==> src/rtl/uart_err_pkg.sv <==
package uart_err_pkg;
  localparam int NUM_SRC = 4;
  localparam int IDX_OVR = 3;
  localparam int IDX_BRK = 2;
  localparam int IDX_PAR = 1;
  localparam int IDX_FRM = 0;
  localparam int NUM_STICKY = 3;

  localparam int ADDR_MASK  = 0;
  localparam int ADDR_CLR   = 1;
  localparam int ADDR_RAW   = 2;
  localparam int ADDR_MSKD  = 3;

  typedef logic [NUM_SRC-1:0] srcVec_t;

  typedef struct packed {
    logic    maskWr;
    srcVec_t maskVal;
    srcVec_t clrHit;
  } ctrlStrobes_t;
endpackage

==> src/rtl/uart_err_ctrl.sv <==
module uart_err_ctrl
  import uart_err_pkg::*;
#(
  parameter int ADDR_W = 2
) (
  input  logic              wrEn,
  input  logic [ADDR_W-1:0] wrAddr,
  input  srcVec_t           wrData,
  output ctrlStrobes_t      strb
);
  logic hitMask;
  logic hitClr;

  always_comb begin
    hitMask = wrEn && (wrAddr == ADDR_W'(ADDR_MASK));
    hitClr  = wrEn && (wrAddr == ADDR_W'(ADDR_CLR));
    strb.maskWr  = hitMask;
    strb.maskVal = wrData;
    strb.clrHit  = hitClr ? wrData : '0;
  end
endmodule

==> src/rtl/uart_err_dp.sv <==
module uart_err_dp
  import uart_err_pkg::*;
#(
  parameter int ADDR_W = 2
) (
  input  logic              clk,
  input  logic              rstN,
  input  srcVec_t           setVec,
  input  logic              fifoRd,
  input  ctrlStrobes_t      strb,
  input  logic [ADDR_W-1:0] rdAddr,
  output srcVec_t           rdData,
  output srcVec_t           rawFlags,
  output srcVec_t           maskedFlags,
  output logic              irqOut
);
  srcVec_t maskQ;
  srcVec_t flagQ;
  logic    irqQ;

  // Sticky sources: set by event, cleared by write-one-to-clear, set wins
  for (genvar i = 0; i < NUM_STICKY; i++) begin : g_sticky
    always_ff @(posedge clk) begin
      if (!rstN)              flagQ[i] <= 1'b0;
      else if (setVec[i])     flagQ[i] <= 1'b1;
      else if (strb.clrHit[i]) flagQ[i] <= 1'b0;
    end


    clr_takes_chk: assert property (@(posedge clk) disable iff (!rstN)
      (strb.clrHit[i] && !setVec[i]) |=> !rawFlags[i]);

    set_wins_chk: assert property (@(posedge clk) disable iff (!rstN)
      setVec[i] |=> rawFlags[i]);
  end

  // Overrun condition: tracks overrun until the FIFO is read; clear register ignored
  always_ff @(posedge clk) begin
    if (!rstN)                 flagQ[IDX_OVR] <= 1'b0;
    else if (setVec[IDX_OVR])  flagQ[IDX_OVR] <= 1'b1;
    else if (fifoRd)           flagQ[IDX_OVR] <= 1'b0;
  end

  always_ff @(posedge clk) begin
    if (!rstN)            maskQ <= '0;
    else if (strb.maskWr) maskQ <= strb.maskVal;
  end

  always_comb begin
    rawFlags    = flagQ;
    maskedFlags = flagQ & maskQ;
  end

  always_ff @(posedge clk) begin
    if (!rstN) irqQ <= 1'b0;
    else       irqQ <= |maskedFlags;
  end
  assign irqOut = irqQ;

  always_comb begin
    unique case (int'(rdAddr))
      ADDR_MASK: rdData = maskQ;
      ADDR_RAW:  rdData = flagQ;
      ADDR_MSKD: rdData = maskedFlags;
      default:   rdData = '0;
    endcase
  end


  ovr_read_clr_chk: assert property (@(posedge clk) disable iff (!rstN)
    (fifoRd && !setVec[IDX_OVR]) |=> !rawFlags[IDX_OVR]);

  ovr_ignores_clr_chk: assert property (@(posedge clk) disable iff (!rstN)
    (strb.clrHit[IDX_OVR] && !fifoRd && rawFlags[IDX_OVR]) |=> rawFlags[IDX_OVR]);

  ovr_set_wins_chk: assert property (@(posedge clk) disable iff (!rstN)
    setVec[IDX_OVR] |=> rawFlags[IDX_OVR]);

  mask_gate_chk: assert property (@(posedge clk) disable iff (!rstN)
    (maskedFlags & ~maskQ) == '0);

  irq_rise_chk: assert property (@(posedge clk) disable iff (!rstN)
    (|maskedFlags) |=> irqOut);

  irq_fall_chk: assert property (@(posedge clk) disable iff (!rstN)
    (maskedFlags == '0) |=> !irqOut);
endmodule

==> src/rtl/uart_err_irq.sv <==
module uart_err_irq
  import uart_err_pkg::*;
#(
  parameter int ADDR_W = 2
) (
  input  logic              clk,
  input  logic              rstN,
  input  logic              brkEvt,
  input  logic              parEvt,
  input  logic              frmEvt,
  input  logic              ovrEvt,
  input  logic              fifoRdStb,
  input  logic              wrEn,
  input  logic [ADDR_W-1:0] wrAddr,
  input  logic [3:0]        wrData,
  input  logic [ADDR_W-1:0] rdAddr,
  output logic [3:0]        rdData,
  output logic [3:0]        rawFlags,
  output logic [3:0]        maskedFlags,
  output logic              irqOut
);
  ctrlStrobes_t strb;
  srcVec_t      setVec;

  always_comb begin
    setVec          = '0;
    setVec[IDX_OVR] = ovrEvt;
    setVec[IDX_BRK] = brkEvt;
    setVec[IDX_PAR] = parEvt;
    setVec[IDX_FRM] = frmEvt;
  end

  uart_err_ctrl #(.ADDR_W(ADDR_W)) u_ctrl (
    .wrEn   (wrEn),
    .wrAddr (wrAddr),
    .wrData (wrData),
    .strb   (strb)
  );

  uart_err_dp #(.ADDR_W(ADDR_W)) u_dp (
    .clk         (clk),
    .rstN        (rstN),
    .setVec      (setVec),
    .fifoRd      (fifoRdStb),
    .strb        (strb),
    .rdAddr      (rdAddr),
    .rdData      (rdData),
    .rawFlags    (rawFlags),
    .maskedFlags (maskedFlags),
    .irqOut      (irqOut)
  );
endmodule

==> config.mk <==
export PLATFORM = sky130hd
export DESIGN_NAME = uart_err_irq
export DESIGN_NICKNAME = d
export VERILOG_FILES = /design/src/rtl/uart_err_pkg.sv /design/src/rtl/uart_err_ctrl.sv /design/src/rtl/uart_err_dp.sv /design/src/rtl/uart_err_irq.sv
export SDC_FILE = /design/constraint.sdc
export NUM_CORES = 1
export LEC_CHECK = 0
export ABC_AREA = 1
export BUFFER_PORTS_ARGS = -buffer_cell sky130_fd_sc_hd__buf_2
export CAP_MARGIN = 10
export CORE_AREA = 2 2 39 41
export DETAILED_ROUTE_END_ITERATION = 8
export DIE_AREA = 0 0 41 43
export HOLD_SLACK_MARGIN = 0.02
export PLACE_DENSITY = 0.72
export SLEW_MARGIN = 20
export SYNTH_ARGS = -nofsm -noshare
export SYNTH_HDL_FRONTEND = slang
export SYNTH_SLANG_ARGS = --single-unit
export TNS_END_PERCENT = 100
==> constraint.sdc <==
create_clock -name clk -period 0.9 [get_ports clk]
set_input_delay 0.135 -clock clk [delete_from_list [all_inputs] [get_ports clk]]
set_output_delay 0.135 -clock clk [all_outputs]
set_load 0.005 [all_outputs]
==> flow_metrics.env <==
export IMPL_power_switching_share=0.267
export IMPL_skew_ns=0.00656
export IMPL_dieArea_sq_mm=0.00176
export IMPL_tightest_slew_ns=0.260
export IMPL_leakage_nw=0.480
export IMPL_pwr_share_comb=0.219
export IMPL_synthCells=71
export IMPL_r2r_end="u_dp.rawFlags[3]"
export IMPL_r2r_start="u_dp.rawFlags[3]"
export IMPL_grt_max_degree=6
export IMPL_cts_hold_buffers=0
export IMPL_clk_pin_slew_ns=0.05
export IMPL_routed_wl_microns=1330
export IMPL_grt_pass1_wl_microns=1930
export IMPL_critical_path_class="reg2out"
export IMPL_hold_class="in2reg"
export IMPL_overflow=0
export IMPL_power_density_mw_per_mm2=1300
export IMPL_drv_cap=0
export IMPL_drc=0
export IMPL_peakVddDrop_mv=0.798
export IMPL_num_vias=577
export IMPL_rows=14
export IMPL_synth_area_per_cell_sq_um=6.22
export IMPL_postRouteAntennaNets=0
export IMPL_pin_count=29
export IMPL_start_kind="register"
export IMPL_die_w_microns=41
export IMPL_setup_ws_ns=-0.180
export IMPL_cp_required_ns=0.76
export IMPL_rr_worst_depth=4
export IMPL_avgViaCountPerCell=4.51
export IMPL_drv_slew=0
export IMPL_dpl_hpwl_microns=884
export IMPL_syn_to_final_growth_pct=68.8
export IMPL_yosys_register_bits=9
export IMPL_place_congestion=0.689
export IMPL_final_nets=129
export IMPL_tritoncts="done"
export IMPL_synth_yosys_warnings=0
export IMPL_drive_gt1_frac=0.464
export IMPL_ys_seq_area_frac=0.408
export IMPL_min_period_ns=1.08
export IMPL_track_usage=0.166
export IMPL_worstSkewPairLatency_ns=0.27
export IMPL_synth_nets=87
export IMPL_power_frac_seq=0.462
export IMPL_numCtsBuffers=3
export IMPL_worstPathArrival_ns=0.95
export IMPL_rsz0062_at_grt="true"
export IMPL_clockBufferDepth=2
export IMPL_grt_pass1_vias=468
export IMPL_grt_antenna_before_repair=0
export IMPL_fmax_ghz=0.926
export IMPL_hold_viol_final=0
export IMPL_status="complete, but fails checks"
export IMPL_p_sw_mw=0.260
export IMPL_pre_cts_ws_ns=-0.0133
export IMPL_diodes=0
export IMPL_violations="negative setup slack"
export IMPL_drt_iter0_markers=3
export IMPL_initial_core_util=0.319
export IMPL_crit_start="u_dp.rawFlags[2]"
export IMPL_crit_path_max_fanout=4
export IMPL_ys_types=10
export IMPL_core_area_sq_mm=0.00138
export IMPL_io_buffers=28
export IMPL_cts_sinks=9
export IMPL_endpoint="rdData[2]"
export IMPL_clockPowerShare=0.320
export IMPL_relSlewSlack=0.826
export IMPL_netlist_area_sq_um=442
export IMPL_first_pass_iters=3
export IMPL_setup_violations=10
export IMPL_reg2reg_slack_ns=0.04
export IMPL_cts_htree_levels=1
export IMPL_internal_power_mw=0.713
export IMPL_fp_dieH_microns=43
export IMPL_wl_per_cell_microns=10.4
export IMPL_final_util=0.539
export IMPL_fin_crit_sh=1.20
export IMPL_cts_root_buf="clkbuf_4"
export IMPL_cp_end_kind="output pin"
## repair_timing
| item | 4_1_cts | 5_1_grt |
|---|---|---|
| endpoints found under the hold margin | 0 | 0 |
| resized for setup | 16 | 7 |
| buffers inserted | 6 | 2 |
| endpoints found under the setup margin | 12 | 12 |
| pin swaps | 5 | 3 |
## worst min path at each step
stage                                  end  slack [ns]    from  depth (start not counted)
after floorplan           u_dp.rawFlags[3]        0.25  ovrEvt                          2
after global routing      u_dp.rawFlags[3]        0.09  ovrEvt                          3
after detailed placement  u_dp.rawFlags[3]        0.35  ovrEvt                          3
after global placement    u_dp.rawFlags[3]        0.35  ovrEvt                          3
after CTS                 u_dp.rawFlags[3]        0.08  ovrEvt                          3
final                     u_dp.rawFlags[3]        0.08  ovrEvt                          3
## layer usage
layer  global-route usage  share of wire  vias up
met3               0.0314          0.047        5
li1                     -              -      298
met2                0.281           0.56       18
met5                    0              0        -
met1                0.174           0.36      256
met4                0.100          0.032        0
## cells in the mapped netlist
library cell,instances,share of area
inv_2,1,0.0085
o21ai_0,8,0.091
nand2_1,16,0.14
nand4_1,3,0.042
nand3_1,1,0.011
a21oi_1,4,0.045
or2_4,1,0.020
inv_1,15,0.13
nor2_1,13,0.11
dfxtp_1,9,0.41
## registers in the layout, summed over array words and instances (netlist names)
name and cells:
u_dp.irqOut 1, u_dp.maskQ 4, u_dp.rawFlags 4
## kinds of logic after synthesis
kind of cell,synth area share
DFF,0.408
AOI/OAI and AO/OA,0.136
and+or+nand+nor,0.320
buffers and inverters,0.136
## final cells by class
cell class / count / area [sq um]
inverters: 16 / 60.1
well taps: 16 / 20.0
fillers: 143 / 638
flip-flops and latches: 9 / 194
multi-input cells: 46 / 211
clock buffers: 4 / 26.3
repair buffers: 37 / 234
## per-stage QoR
stage | instance area [sq um] | power (mW) | cells | hold WS (ns) | TNS [ns]
global placement | 617 | 0.606 | 117 | 0.348 | -0.00322
CTS | 719 | 0.969 | 127 | 0.0767 | -1.13
global route | 746 | 1.03 | 128 | 0.0890 | -1.64
floorplan | 442 | 0.519 | 71 | 0.252 | 0
finish | 746 | 0.972 | 128 | 0.0789 | -1.23
detailed placement | 617 | 0.610 | 117 | 0.352 | -0.0213
## placed cells by master (no fill, tap or decap)
master    netlist  routed
a21oi_1         4       4
buf_2           0      25
buf_4           0       7
buf_6           0       5
clkbuf_1        0       1
clkbuf_4        0       3
dfxtp_1         9       2
dfxtp_2         0       5
dfxtp_4         0       2
inv_1          15      14
inv_2           1       2
nand2_1        16      14
nand2_2         0       1
nand2_4         0       1
nand3_1         1       1
nand4_1         3       3
nor2_1         13      13
o21ai_0         8       4
o21ai_1         0       4
or2_4           1       1
## critical path, stage by stage (launching register included)
cell,delay [ns]
dfxtp_4,0.35
nand2_2,0.05
nand2_1,0.04
o21ai_1,0.07
inv_1,0.04
buf_2,0.12
## power groups by stage
stage	combinational, mW	sequential, mW	clock, mW
after floorplan	0.0707	0.449	0
final	0.213	0.449	0.311
after global placement	0.154	0.452	0
after global routing	0.238	0.452	0.346
after CTS	0.200	0.447	0.322
after detailed placement	0.157	0.452	0
Note: power is estimated with default switching activity, not from simulation.
